$ cat config.mk
export PLATFORM = sky130hd
export DESIGN_NAME = iter_divider
export DESIGN_NICKNAME = d
export VERILOG_FILES = /design/src/rtl/div_pkg.sv /design/src/rtl/div_operand_prep.sv /design/src/rtl/div_nr_step.sv /design/src/rtl/div_sequencer.sv /design/src/rtl/div_result_fix.sv /design/src/rtl/iter_divider.sv
export SDC_FILE = /design/constraint.sdc
export NUM_CORES = 1
export LEC_CHECK = 0
export BUFFER_PORTS_ARGS = -buffer_cell sky130_fd_sc_hd__buf_2
export CORE_ASPECT_RATIO = 2
export CORE_MARGIN = 8
export CORE_UTILIZATION = 30
export DETAILED_ROUTE_END_ITERATION = 16
export PLACE_DENSITY = 0.57
export SYNTH_ARGS = -nofsm -noshare
export SYNTH_HDL_FRONTEND = slang
export SYNTH_SLANG_ARGS = --single-unit
$ cat constraint.sdc
create_clock -name clk -period 6.6 [get_ports clk]
set_input_delay 0.33 -clock clk [delete_from_list [all_inputs] [get_ports clk]]
set_output_delay 0.33 -clock clk [all_outputs]
set_load 0.05 [all_outputs]
$ cat src/rtl/div_pkg.sv
package div_pkg;
  typedef enum logic [1:0] {
    PH_IDLE = 2'd0,
    PH_ITER = 2'd1,
    PH_FIX  = 2'd2,
    PH_SIGN = 2'd3
  } div_phase_e;
endpackage

$ cat src/rtl/div_operand_prep.sv
// Setup-cycle logic: operand magnitudes, result signs and range pre-check.
module div_operand_prep #(
  parameter int W = 16
) (
  input  logic [2*W-1:0] dividend,
  input  logic [W-1:0]   divisor,
  input  logic           wide_mode,
  input  logic           frac_mode,
  input  logic           signed_mode,
  output logic [2*W-1:0] num_mag,
  output logic [W-1:0]   den_mag,
  output logic           quo_neg,
  output logic           rem_neg,
  output logic           pre_err
);
  logic           n_sign;
  logic           d_sign;
  logic [W-1:0]   n_low_mag;
  logic [2*W-1:0] n_wide_mag;

  always_comb begin
    n_sign     = signed_mode & ((wide_mode & ~frac_mode) ? dividend[2*W-1] : dividend[W-1]);
    d_sign     = signed_mode & divisor[W-1];
    den_mag    = d_sign ? (~divisor + 1'b1) : divisor;
    n_low_mag  = n_sign ? (~dividend[W-1:0] + 1'b1) : dividend[W-1:0];
    n_wide_mag = n_sign ? (~dividend + 1'b1) : dividend;
    quo_neg    = n_sign ^ d_sign;
    rem_neg    = n_sign;
    if (frac_mode) begin
      if (signed_mode) begin
        num_mag = {1'b0, n_low_mag, {(W-1){1'b0}}};
      end else begin
        num_mag = {n_low_mag, {W{1'b0}}};
      end
      pre_err = (n_low_mag >= den_mag);
    end else begin
      if (wide_mode) begin
        num_mag = n_wide_mag;
      end else begin
        num_mag = {{W{1'b0}}, n_low_mag};
      end
      pre_err = (num_mag[2*W-1:W] >= den_mag);
    end
  end
endmodule

$ cat src/rtl/div_nr_step.sv
// One non-restoring iteration: shift in a dividend bit, add or subtract the divisor.
module div_nr_step #(
  parameter int W = 16
) (
  input  logic [W+1:0] prem_in,
  input  logic [W-1:0] qsh_in,
  input  logic [W-1:0] den_mag,
  output logic [W+1:0] prem_out,
  output logic [W-1:0] qsh_out
);
  logic [W+1:0] shifted;
  logic [W+1:0] den_ext;

  always_comb begin
    shifted  = {prem_in[W:0], qsh_in[W-1]};
    den_ext  = {2'b00, den_mag};
    prem_out = prem_in[W+1] ? (shifted + den_ext) : (shifted - den_ext);
    qsh_out  = {qsh_in[W-2:0], ~prem_out[W+1]};
  end
endmodule

$ cat src/rtl/div_sequencer.sv
// Phase and step counter; advances only on enabled cycles.
module div_sequencer
  import div_pkg::*;
#(
  parameter int W = 16
) (
  input  logic       clk,
  input  logic       rst_n,
  input  logic       start,
  input  logic       step_en,
  output div_phase_e phase,
  output logic       accept,
  output logic       finish
);
  localparam int CW = $clog2(W);
  localparam logic [CW-1:0] LAST = CW'(W - 1);

  div_phase_e    phase_q, phase_d;
  logic [CW-1:0] cnt_q, cnt_d;

  always_comb begin
    phase_d = phase_q;
    cnt_d   = cnt_q;
    accept  = 1'b0;
    finish  = 1'b0;
    if (step_en) begin
      unique case (phase_q)
        PH_IDLE: begin
          if (start) begin
            accept  = 1'b1;
            phase_d = PH_ITER;
            cnt_d   = '0;
          end
        end
        PH_ITER: begin
          cnt_d = cnt_q + 1'b1;
          if (cnt_q == LAST) begin
            phase_d = PH_FIX;
          end
        end
        PH_FIX:  phase_d = PH_SIGN;
        PH_SIGN: begin
          phase_d = PH_IDLE;
          finish  = 1'b1;
        end
        default: phase_d = PH_IDLE;
      endcase
    end
  end

  always_ff @(posedge clk or negedge rst_n) begin
    if (!rst_n) begin
      phase_q <= PH_IDLE;
      cnt_q   <= '0;
    end else begin
      phase_q <= phase_d;
      cnt_q   <= cnt_d;
    end
  end

  assign phase = phase_q;
endmodule

$ cat src/rtl/div_result_fix.sv
// Final cycle: apply signs, detect signed range overflow, force error values.
module div_result_fix #(
  parameter int W = 16
) (
  input  logic [W-1:0] qmag,
  input  logic [W-1:0] rmag,
  input  logic         quo_neg,
  input  logic         rem_neg,
  input  logic         signed_mode,
  input  logic         pre_err,
  output logic [W-1:0] q_val,
  output logic [W-1:0] r_val,
  output logic         err_val
);
  localparam logic [W-1:0] HALF = {1'b1, {(W-1){1'b0}}};

  logic range_err;

  always_comb begin
    range_err = signed_mode & (quo_neg ? (qmag > HALF) : qmag[W-1]);
    err_val   = pre_err | range_err;
    if (err_val) begin
      q_val = '1;
      r_val = '0;
    end else begin
      q_val = (signed_mode & quo_neg) ? (~qmag + 1'b1) : qmag;
      r_val = (signed_mode & rem_neg) ? (~rmag + 1'b1) : rmag;
    end
  end
endmodule

$ cat src/rtl/iter_divider.sv
module iter_divider
  import div_pkg::*;
#(
  parameter int W = 16
) (
  input  logic           clk,
  input  logic           rst_n,
  input  logic           start,
  input  logic           step_en,
  input  logic [2*W-1:0] dividend,
  input  logic [W-1:0]   divisor,
  input  logic           wide_mode,
  input  logic           frac_mode,
  input  logic           signed_mode,
  output logic [W-1:0]   quotient,
  output logic [W-1:0]   remainder,
  output logic           busy,
  output logic           done,
  output logic           err
);
  localparam int PW = W + 2;

  // reset: asserted asynchronously, released on a clock edge
  logic rst_meta, rst_q;
  always_ff @(posedge clk or negedge rst_n) begin
    if (!rst_n) begin
      rst_meta <= 1'b0;
      rst_q    <= 1'b0;
    end else begin
      rst_meta <= 1'b1;
      rst_q    <= rst_meta;
    end
  end

  div_phase_e phase;
  logic       accept, finish;

  div_sequencer #(.W(W)) u_seq (
    .clk     (clk),
    .rst_n   (rst_q),
    .start   (start),
    .step_en (step_en),
    .phase   (phase),
    .accept  (accept),
    .finish  (finish)
  );

  logic [2*W-1:0] num_mag;
  logic [W-1:0]   den_mag_in;
  logic           quo_neg_in, rem_neg_in, pre_err_in;

  div_operand_prep #(.W(W)) u_prep (
    .dividend    (dividend),
    .divisor     (divisor),
    .wide_mode   (wide_mode),
    .frac_mode   (frac_mode),
    .signed_mode (signed_mode),
    .num_mag     (num_mag),
    .den_mag     (den_mag_in),
    .quo_neg     (quo_neg_in),
    .rem_neg     (rem_neg_in),
    .pre_err     (pre_err_in)
  );

  logic [PW-1:0] prem_q, prem_d, prem_step;
  logic [W-1:0]  qsh_q, qsh_d, qsh_step;
  logic [W-1:0]  den_q, den_d;
  logic          qneg_q, qneg_d, rneg_q, rneg_d, perr_q, perr_d, sgn_q, sgn_d;

  div_nr_step #(.W(W)) u_step (
    .prem_in  (prem_q),
    .qsh_in   (qsh_q),
    .den_mag  (den_q),
    .prem_out (prem_step),
    .qsh_out  (qsh_step)
  );

  logic [W-1:0] q_val, r_val;
  logic         err_val;

  div_result_fix #(.W(W)) u_fix (
    .qmag        (qsh_q),
    .rmag        (prem_q[W-1:0]),
    .quo_neg     (qneg_q),
    .rem_neg     (rneg_q),
    .signed_mode (sgn_q),
    .pre_err     (perr_q),
    .q_val       (q_val),
    .r_val       (r_val),
    .err_val     (err_val)
  );

  // datapath next state
  always_comb begin
    prem_d = prem_q;
    qsh_d  = qsh_q;
    den_d  = den_q;
    qneg_d = qneg_q;
    rneg_d = rneg_q;
    perr_d = perr_q;
    sgn_d  = sgn_q;
    if (accept) begin
      prem_d = {2'b00, num_mag[2*W-1:W]};
      qsh_d  = num_mag[W-1:0];
      den_d  = den_mag_in;
      qneg_d = quo_neg_in;
      rneg_d = rem_neg_in;
      perr_d = pre_err_in;
      sgn_d  = signed_mode;
    end else if (step_en) begin
      unique case (phase)
        PH_ITER: begin
          prem_d = prem_step;
          qsh_d  = qsh_step;
        end
        PH_FIX: begin
          if (prem_q[PW-1]) begin
            prem_d = prem_q + {2'b00, den_q};
          end
        end
        default: ;
      endcase
    end
  end

  always_ff @(posedge clk or negedge rst_q) begin
    if (!rst_q) begin
      prem_q <= '0;
      qsh_q  <= '0;
      den_q  <= '0;
      qneg_q <= 1'b0;
      rneg_q <= 1'b0;
      perr_q <= 1'b0;
      sgn_q  <= 1'b0;
    end else begin
      prem_q <= prem_d;
      qsh_q  <= qsh_d;
      den_q  <= den_d;
      qneg_q <= qneg_d;
      rneg_q <= rneg_d;
      perr_q <= perr_d;
      sgn_q  <= sgn_d;
    end
  end

  // output registers
  logic [W-1:0] quo_q, quo_d, rem_q, rem_d;
  logic         done_q, done_d, err_q, err_d;

  always_comb begin
    quo_d  = quo_q;
    rem_d  = rem_q;
    done_d = done_q;
    err_d  = err_q;
    if (accept) begin
      done_d = 1'b0;
    end else if (finish) begin
      quo_d  = q_val;
      rem_d  = r_val;
      err_d  = err_val;
      done_d = 1'b1;
    end
  end

  always_ff @(posedge clk or negedge rst_q) begin
    if (!rst_q) begin
      quo_q  <= '0;
      rem_q  <= '0;
      done_q <= 1'b0;
      err_q  <= 1'b0;
    end else begin
      quo_q  <= quo_d;
      rem_q  <= rem_d;
      done_q <= done_d;
      err_q  <= err_d;
    end
  end

  assign quotient  = quo_q;
  assign remainder = rem_q;
  assign done      = done_q;
  assign err       = err_q;
  assign busy      = (phase != PH_IDLE);
endmodule

## Word level (Yosys, flattened, before mapping)

Index checks and enable logic that the tools add are counted.

| word-level totals | value |
|---|---|
| bits in latches | 0 |
| RAM bits | 0 |
| register bits | 96 |
| memories kept | 0 |
| ROM bits | 0 |

| cells by class | value |
|---|---|
| div/mod/pow operators | 0 |
| $add $sub $neg | 9 |
| mux-type cells | 34 |
| reduce and logical (&&, ||, !) cells | 13 |
| multipliers | 0 |
| shift operators | 0 |
| bitwise logic cells | 16 |
| eq/ne operators | 7 |
| magnitude comparators | 3 |

Operator list:

| operator | count |
|---|---|
| $mux W32 | 5 |
| $mux W16 | 9 |
| $mux W18 | 4 |
| $add A16 B1 Y16 const B | 4 |
| $not A16 Y16 | 4 |
| $add A18 B16 Y18 | 2 |
| $pmux W18 S2 | 1 |
| $add A32 B1 Y32 const B | 1 |
| $ge A16 B16 Y1 | 2 |
| $not A32 Y32 | 1 |
| $sub A18 B16 Y18 | 1 |
| $gt A16 B16 Y1 const B | 1 |
| $mux W1 | 10 |
| $reduce_bool A2 Y1 | 5 |
| $reduce_and A3 Y1 | 3 |
| $pmux W2 S4 | 1 |
| $pmux W4 S2 | 1 |
| $and A1 B1 Y1 | 6 |
| $reduce_and A2 Y1 | 3 |
| $add A4 B1 Y4 const B | 1 |
| $eq A2 B2 Y1 const B | 2 |
| $eq A4 B4 Y1 const B | 1 |
| $mux W2 | 2 |
| $mux W4 | 1 |
| 9 further kinds | 11 |

## Depth between registers and ports, before layout

Gate-level depths: netlist of the first run.

| depth | value |
|---|---|
| depth after elaboration | 9 |
| mapped depth | 18 |
| gate-level depth less buffers | 16 |

## By module

From an unflattened synthesis of the first run, not the netlist that was laid out.

| second synthesis, totals | value |
|---|---|
| cell total of the unflattened synthesis | 1173 |
| area, all modules | 9948.3 um^2 |

Modules (own cells, without submodules):

| module | cells each | seq. area each (um^2) | times used | area an instance (um^2) |
|---|---|---|---|---|
| iter_divider | 424 | 2252.2 | 1 | 4660.7 |
| div_operand_prep | 373 | 0.0 | 1 | 2576.2 |
| div_nr_step | 204 | 0.0 | 1 | 1485.2 |
| div_result_fix | 134 | 0.0 | 1 | 813.3 |
| div_sequencer | 38 | 150.1 | 1 | 412.9 |

## Worst setup path before layout of the first run

Ideal clock, no wire load.

| path | value |
|---|---|
| path kind | input to register |
| from | in dividend[11] |
| to | reg perr_q |
| setup slack | 3.009 ns |
| library setup time | 0.141 ns |
| data arrival time | 3.450 ns |
| required time | 6.459 ns |
| stages | 16 |
| path through | or4_4 > or4_1 > buf_2 > or3_1 > buf_2 > o21ai_0 > xor2_1 > nor2b_1 > ha_1 > a21o_1 > a21o_1 > a21oi_1 > o211ai_1 > o211ai_1 > a32o_1 > a31oi_1 |

| between the ends | value |
|---|---|
| longest elaborated chain between the ends | 7 |
| elaborated cells between the ends (all ways) | 11 |
| classes of those cells | 2 x add/sub; 2 x order compare; 5 x mux; 2 x bitwise |

RTL lines:

| what | line | RTL |
|---|---|---|
| from (decl) | iter_divider.sv:10 | `input logic [2*W-1:0] dividend,` |
| $not A32 Y32 | div_operand_prep.sv:26 | `n_wide_mag = n_sign ? (~dividend + 1'b1) : dividend;` |
| $add A32 B1 Y32 | div_operand_prep.sv:26 |  |
| $mux W32 | div_operand_prep.sv:26 |  |
| $mux W32 | div_operand_prep.sv:37 | `if (wide_mode) begin` |
| $mux W32 | div_operand_prep.sv:29 | `if (frac_mode) begin` |
| $ge A16 B16 Y1 | div_operand_prep.sv:42 | `pre_err = (num_mag[2*W-1:W] >= den_mag);` |
| $mux W1 * | div_operand_prep.sv:29 |  |
| to (signal assigned) | iter_divider.sv:141 | `perr_q <= perr_d;` |
| to (decl) | iter_divider.sv:68 | `logic qneg_q, qneg_d, rneg_q, rneg_d, perr_q, perr_d, sgn_q, sgn_d;` |

Every way passes the cells marked *; elsewhere a longest branch is shown, timed or not. The select of a mux whose other input is x is not followed.
A chain may end at the register's enable or synchronous reset.

## Worst setup path after layout of the first run

| path | value |
|---|---|
| from | in wide_mode |
| to | reg perr_q |

| between the ends | value |
|---|---|
| longest elaborated chain between the ends | 8 |
| elaborated cells between the ends (all ways) | 10 |
| classes of those cells | 2 x order compare; 6 x mux; 2 x bitwise |

RTL lines:

| what | line | RTL |
|---|---|---|
| from (decl) | iter_divider.sv:12 | `input logic wide_mode,` |
| $and A1 B1 Y1 | div_operand_prep.sv:22 | `n_sign = signed_mode & ((wide_mode & ~frac_mode) ? dividend[2*W-1] : dividend[W-1]);` |
| $mux W1 | div_operand_prep.sv:22 |  |
| $and A1 B1 Y1 | div_operand_prep.sv:22 |  |
| $mux W32 | div_operand_prep.sv:26 |  |
| $mux W32 | div_operand_prep.sv:37 |  |
| $mux W32 | div_operand_prep.sv:29 |  |
| $ge A16 B16 Y1 | div_operand_prep.sv:42 |  |
| $mux W1 * | div_operand_prep.sv:29 |  |

Marked as above.

==> metrics.md, run 1 <==
| Metric | Value |
|---|---|
| Result of the run | `complete, no violations` |
| Global-route wire length before repair | `47,200 um` |
| Syn Nets | `1,165` |
| Worst-case clock skew | `~11 ps` |
| Routed wire length | `31,000 um` |
| Clock Sink Count | `96` |
| Initial Utilization | `30.5%` |
| Clock-pin slew reported for the worst setup and hold paths after clock tree synthesis | `70 ps` |
| Maximum number of pins on one net before global-route repair | `73` |
| Number of vias per cell | `around 5.5` |
| Die width | `~140 um` |
| Leakage Power | `4.29 nW` |
| Post-synthesis sequential area ratio | `28.0%` |
| Number of standard cells after synthesis | `roughly 1,000` |
| Worst-Skew Late Latency | `between 300 and 400 ps` |
| Yosys synthesis warning count | `0` |
| Port Buffers | `89` |
| Async set-or-reset flop fraction in the synthesized netlist | `100%` |
| Placed wire-length estimate | `25,600 um` |
| Via count of the first global-routing pass | `8,248` |
| Initial antenna violation count | `0` |
| Maximum level of the CTS H-tree | `3` |
| Total Neg Setup Slack | `0 ps` |
| Antenna violation net count after detailed routing | `0` |
| Crit share post-route | `62.1%` |
| Startpoint kind of the worst setup timing path | `input pin` |
| Number of hold violations in the final report | `0` |
| Req. time, crit path | `6890 ps` |
| Count of unresolved DRC violations after routing | `0` |
| Top achievable clock speed | `around 240 MHz` |
| Library cells used by synthesis | `66` |
| Kind of path behind the tightest hold check | `reg -> async` |
| CTS Buf Count | `9` |
| # fillers | `2,993` |
| Transition time at the pin with the least slew margin | `1070 ps` |
| Endpoint arrival time on the critical path | `about 4400 ps` |
| Critical path class | `in -> reg` |
| Bufs on Longest Clock Path | `2` |
| Fraction of layout cells with a size suffix above 1 | `12.5%` |
| Count of final max-slew check failures | `0` |
| Iteration-0 DRC count of the detailed router | `311` |
| Shortest clock period the worst path allows after layout | `4100 ps` |
| Commonest non-fill, non-tap cells in the layout | `95 x dfrtp_1, 94 x nor2_1, 89 x buf_2` |
| Via count | `8,031` |
| Detail-routed net length per standard cell | `21.3 um` |
| Post-synthesis cell area | `about 0.0086 mm^2` |
| RSZ-0062 raised after global routing | `false` |
| Row count | `87` |
| DIE HEIGHT | `255 um` |
| Global route overflow | `0` |
| Routability congestion estimate from global placement | `between 0.9 and 1` |
| Power per cell area | `547 mW/mm^2` |
| Max transition margin | `26.9%` |
| Flip-flop and latch count after synthesis | `96` |
| Final setup violating endpoints | `0` |
| Post-route non-filler standard cell count | `1,460` |
| Growth of design area from synthesis to finish | `12.9%` |
| Initial DRT Pass Iterations | `5` |
| Total of cells resized after clock tree synthesis | `0` |
| Leading cell type in the layout, fill and taps excluded | `dfrtp_1` |
| Clock tree from TritonCTS | `done` |
| Number of enable flip-flop cells after synthesis | `0` |
| Max IR drop VDD | `roughly 0.20 mV` |
| Area of the placeable core | `0.0282 mm^2` |
| Net count of the finished layout | `1,230` |
| Cell at the root of the clock tree | `clkbuf_16` |
| Count of max-cap constraint violations | `0` |
| Main flop type after synthesis | `dfrtp_1` |
| Area of the die | `roughly 0.035 mm^2` |
| Critical path peak fanout | `19` |
| # IOs | `90` |
| Kind of end point of the critical path | `flop` |
| Overall global routing resource usage | `18.0%` |
| Dpl cells | `1,442` |
| Post-Syn Area per Cell | `approximately 8.3 um^2` |
## report_power, final
| part | leakage, nW | switching (mW) | internal (mW) | total, mW |
|---|---|---|---|---|
| registers | 1.17 | 0.365 | 0.842 | 1.21 |
| clock network | 0.135 | 0.255 | 0.264 | 0.519 |
| logic | 2.98 | 2.20 | 1.38 | 3.57 |
## final timing paths
| path | from | endpoint | slack [ps] | depth (start not counted) |
|---|---|---|---|---|
| setup / recovery | wide_mode | perr_q | 2500 | 13 |
| hold / removal | rst_q | qsh_q[7] | 220 | 0 |
| setup reg to reg | den_q[8] | prem_q[17] | 2630 | 13 |
| hold reg to reg | rst_q | qsh_q[7] | 220 | 0 |
| max in group asynchronous | rst_q | prem_q[13] | 5150 | 1 |
| min in group clk | rst_meta | rst_q | 350 | 0 |
## stage by stage
step	hold WS, ps	util (%)	cell area, um^2	setup slack [ps]	total power, mW
2_1_floorplan	34.4	-	8590	3010	3.80
3_3_place_gp	115	33.3	9400	2130	4.76
3_5_place_dp	120	33.3	9400	2070	4.77
4_1_cts	230	34.4	9690	2440	5.33
5_1_grt	252	34.4	9690	2330	5.75
6_report	219	34.4	9690	2500	5.30
## area by class of cell
class / instances / area [um^2] / area share (%)
inverters: 39 / 146 / 1.51
clock buffers: 9 / 225 / 2.32
repair buffers: 97 / 508 / 5.24
multi-input cells: 855 / 5900 / 60.9
diodes: 1 / 2.50 / 0.0258
clock inverters: 7 / 61.3 / 0.632
well taps: 356 / 445 / 4.59
flip-flops and latches: 96 / 2410 / 24.8
## per-layer routing
| layer | wire length [um] | GRT usage (%) |
|---|---|---|
| met5 | 0 | 0 |
| met4 | 1690 | 11.6 |
| met3 | 784 | 2.40 |
| met2 | 17300 | 34.6 |
| met1 | 11300 | 17.3 |
## cell families after synthesis
kind of cell | count (synthesis) | synth area share, %
compound gates | 326 | 25.3
simple gates | 316 | 17.6
xor+xnor | 114 | 11.6
flops | 96 | 28.0
buf+inv | 82 | 3.63
fa+ha+maj | 77 | 11.4
mux | 21 | 2.48
other cells | 1 | 0.0437
## state kept, by name, summed over array words and instances, names as in the netlist
signal,flops
den_q,16
qneg_q,1
err,1
prem_q,18
quotient,16
u_seq.phase,2
rst_q,1
sgn_q,1
remainder,16
perr_q,1
rst_meta,1
done,1
qsh_q,16
u_seq.cnt_q,4
rneg_q,1
## worst max-delay path, cell delays in order
cell	delay [ps]
buf_2	240
nor2b_1	510
mux2_2	460
and2_1	730
nand2_1	150
xor2_1	440
inv_1	170
ha_1	310
nor2_1	50
nor4_1	430
o31ai_1	140
a32o_1	280
a31oi_1	150
## cell usage after synthesis, types with 6 or more instances
master	number	area, um^2
o211ai_1	12	90.1
a21oi_1	76	380
o31ai_1	18	135
nand3_1	20	100
a221oi_1	6	52.6
dfrtp_1	96	2400
a211o_1	6	52.6
a21o_1	17	128
buf_1	6	22.5
nor3_1	27	135
or2_2	6	37.5
nand2b_1	14	87.6
ha_1	75	938
o21ai_0	68	340
nor4_1	12	75.1
mux2i_1	19	190
o21a_1	10	75.1
nor2_1	95	357
nand2_1	81	304
xnor2_1	49	429
or4_1	7	52.6
a211oi_1	16	120
inv_1	39	146
o22ai_1	14	87.6
a22o_1	16	140
clkbuf_1	34	128
a31oi_1	19	119
and2_1	17	106
nor2b_1	7	43.8
xor2_1	65	569
or3_1	10	62.6
## what timing repair did
action / 4_1_cts / 5_1_grt
hold endpoints to repair: 2 / 0
endpoints found under the setup margin: 0 / 0
hold buffers: 1 / 0
buffers inserted: 0 / 0
Note: power is estimated with default switching activity, not from simulation.
==> inputs of run 2 (changes only) <==
Clock period 6.6 ns to 3.85 ns, I/O delays scaled along.
==> run 2 against run 1 <==
Net effect: cell count increased by 2.5%; count of clock-buffer cells in the layout did not move; sequential power is 69% higher; via count grew 2.1%; clock power grew 86%; critical path depth is 2 higher; routed wire length down 1.4%; non-clock buffer count increased by 38; core utilization increased by 1.1 points; power rose by 76%; die area unchanged; final area rose by 3.3%.
==> metrics.md, run 2 (same netlist as run 1, synthesis figures left out) <==
| Metric | Value |
|---|---|
| Result of the run | `complete, no violations` |
| Initial Utilization | `30.5% (unchanged)` |
| # fillers | `2,964 (-0.97%)` |
| Relative contribution of combinational cells to total power | `67.9% (+0.4 points)` |
| Req. time, crit path | `4110 ps (-2780 ps)` |
| Antenna violation net count after detailed routing | `0 (unchanged)` |
| Top achievable clock speed | `275 MHz` |
| Overall global routing resource usage | `17.6% (-0.35 points)` |
| Chain of cells forming the critical path | `or3_1, or2_2, nor4_1, buf_4, nor2_1, xor2_1, ha_1, inv_1, o21bai_1, a211oi_1, a221oi_1, a211oi_1, xnor2_1, buf_4, a21bo_2` |
| Clock Sink Count | `96 (unchanged)` |
| Placed wire-length estimate | `25,500 um (-0.40%)` |
| Power share of the sequential group | `21.8% (-1.0 points)` |
| Power per cell area | `933 mW/mm^2 (+71%)` |
| Iteration-0 DRC count of the detailed router | `357 (+15%)` |
| Count of max-cap constraint violations | `0 (unchanged)` |
| Global route overflow | `0 (unchanged)` |
| Worst stage delay on the critical path | `390 ps (-340 ps)` |
| Maximum level of the CTS H-tree | `3 (unchanged)` |
| Via count | `8,196 (+2.1%)` |
| Port Buffers | `89 (unchanged)` |
| Post-route non-filler standard cell count | `1,497 (+2.5%)` |
| Bufs on Longest Clock Path | `2 (unchanged)` |
| Worst-case clock skew | `11.7 ps (+1.13 ps)` |
| Fraction of layout cells with a size suffix above 1 | `15.5% (+3.0 points)` |
| Clock tree from TritonCTS | `done` |
| Via count of the first global-routing pass | `8,369 (+1.5%)` |
| Reg with most FFs | `prem_q` |
| Total Neg Setup Slack | `0 ps (unchanged)` |
| CTS Buf Count | `9 (unchanged)` |
| Count of final max-slew check failures | `0 (unchanged)` |
| Max FFs per register | `18 (unchanged)` |
| Critical path class | `reg -> reg` |
| # IOs | `90 (unchanged)` |
| Worst reg2reg path endpoint | `qsh_q[0]` |
| Transition time at the pin with the least slew margin | `1110 ps (+36.6 ps)` |
| Kind of end point of the critical path | `flop` |
| Final hold slack | `141 ps (-77.9 ps)` |
| Clock-pin slew reported for the worst setup and hold paths after clock tree synthesis | `80 ps (about the same)` |
| Crit share post-route | `a little over nine tenths` |
| Global-route wire length before repair | `46,500 um (-1.6%)` |
| Routability congestion estimate from global placement | `0.960 (+2.3%)` |
| Max IR drop VDD | `0.322 mV (+59%)` |
| Leakage Power | `4.49 nW (+4.7%)` |
| Switching share of total power | `51.8% (-1.4 points)` |
| Critical path peak fanout | `4 (-15)` |
| Number of vias per cell | `5.47 (-0.47%)` |
| Master of the slowest instance on the critical path | `or3_1` |
| Area of the placeable core | `0.0282 mm^2 (unchanged)` |
| Count of unresolved DRC violations after routing | `0 (unchanged)` |
| Count of cells along the worst register-to-register path | `15 (+2)` |
| Start point of the critical path | `den_q[8]` |
| RR Startpoint | `den_q[8]` |
| Initial DRT Pass Iterations | `5 (unchanged)` |
| Die width | `136 um (unchanged)` |
| Switching Power | `4.83 mW (+72%)` |
| Leading cell type in the layout, fill and taps excluded | `dfrtp_1` |
| Worst-Skew Late Latency | `370 ps (about the same)` |
| Dpl cells | `1,480 (+2.6%)` |
| Area of the die | `0.0346 mm^2 (unchanged)` |
| Endpoint arrival time on the critical path | `3890 ps (-500 ps)` |
| RSZ-0062 raised after global routing | `false` |
| # diodes | `0 (-1)` |
| Number of hold violations in the final report | `0 (unchanged)` |
| R2r setup slk | `220 ps (-2410 ps)` |
| Initial antenna violation count | `0 (unchanged)` |
| Post-CTS Setup Bufs | `0 (unchanged)` |
| Routed wire length | `30,600 um (-1.4%)` |
| Relative contribution of the clock network to total power | `10.3% (+0.5 points)` |
| Net count of the finished layout | `1,268 (+3.1%)` |
| Max transition margin | `26.1% (-0.78 points)` |
| Startpoint kind of the worst setup timing path | `flop` |
| Detail-routed net length per standard cell | `20.4 um (-3.9%)` |
| Growth of design area from synthesis to finish | `16.6%` |
| Capture point of the critical path | `qsh_q[0]` |
| Final setup violating endpoints | `0 (unchanged)` |
| Cell at the root of the clock tree | `clkbuf_16` |
| Shortest clock period the worst path allows after layout | `3630 ps` |
| Commonest non-fill, non-tap cells in the layout | `95 x dfrtp_1, 94 x nor2_1, 89 x buf_2` |
| Maximum number of pins on one net before global-route repair | `70 (-4.1%)` |
| Row count | `87 (unchanged)` |
| P_int | `4.50 mW (+81%)` |
| DIE HEIGHT | `255 um (unchanged)` |
| Kind of path behind the tightest hold check | `in -> async` |
-- run 2: how the worst min path moves through the flow --
stage and to:
3_3_place_gp rst_meta, 5_1_grt rst_q, 6_report rst_q, 3_5_place_dp rst_q, 4_1_cts rst_q, 2_1_floorplan rst_meta
-- run 2: metal layers --
metal / part of all wire, % / GRT usage, %
met1: 36 / 16.9
met2: 54 / 33.2
met3: 3.0 / 2.24
met4: 7.3 / 13.2
met5: 0 / 0
-- run 2: through the flow --
step                util, %  total power, mW  setup slack (ps)  cell area [um^2]
detailed placement     34.3             8.35               125              9680
global route           35.5             10.1              3.45             10000
finish                 35.5             9.34               216             10000
global placement       34.3             8.31               177              9680
CTS                    35.5             9.36               193             10000
floorplan                 -             6.52               396              8590
-- run 2: area by class of cell --
cell class	count	area, um^2	share of cell area (%)
well taps	356	445	4.45
inverters	39	146	1.46
multi-input cells	855	5910	59.0
repair buffers	135	793	7.93
flip-flops and latches	96	2410	24.0
clock buffers	9	225	2.25
clock inverters	7	87.6	0.875
-- run 2: timing repair --
action | in CTS | in global routing
setup endpoints to repair | 0 | 2
gates resized for setup | 0 | 1
endpoints found under the hold margin | 2 | 0
hold buffers | 1 | 0
-- run 2: critical path: cells and delay by family, from the launching register on --
family	cells	cell delay, ps
compound gates	5	1040
xor+xnor	2	260
fa+ha+maj	1	320
buf+inv	3	460
flops	1	370
simple gates	4	1090
-- run 2: power groups by stage --
| stage | Clock (mW) | Combinational (mW) | Sequential (mW) |
|---|---|---|---|
| after detailed placement | 0 | 6.29 | 2.06 |
| after global routing | 1.01 | 7.01 | 2.12 |
| final | 0.965 | 6.34 | 2.04 |
| after global placement | 0 | 6.25 | 2.05 |
| after floorplan | 0 | 4.16 | 2.36 |
| after CTS | 0.993 | 6.33 | 2.04 |
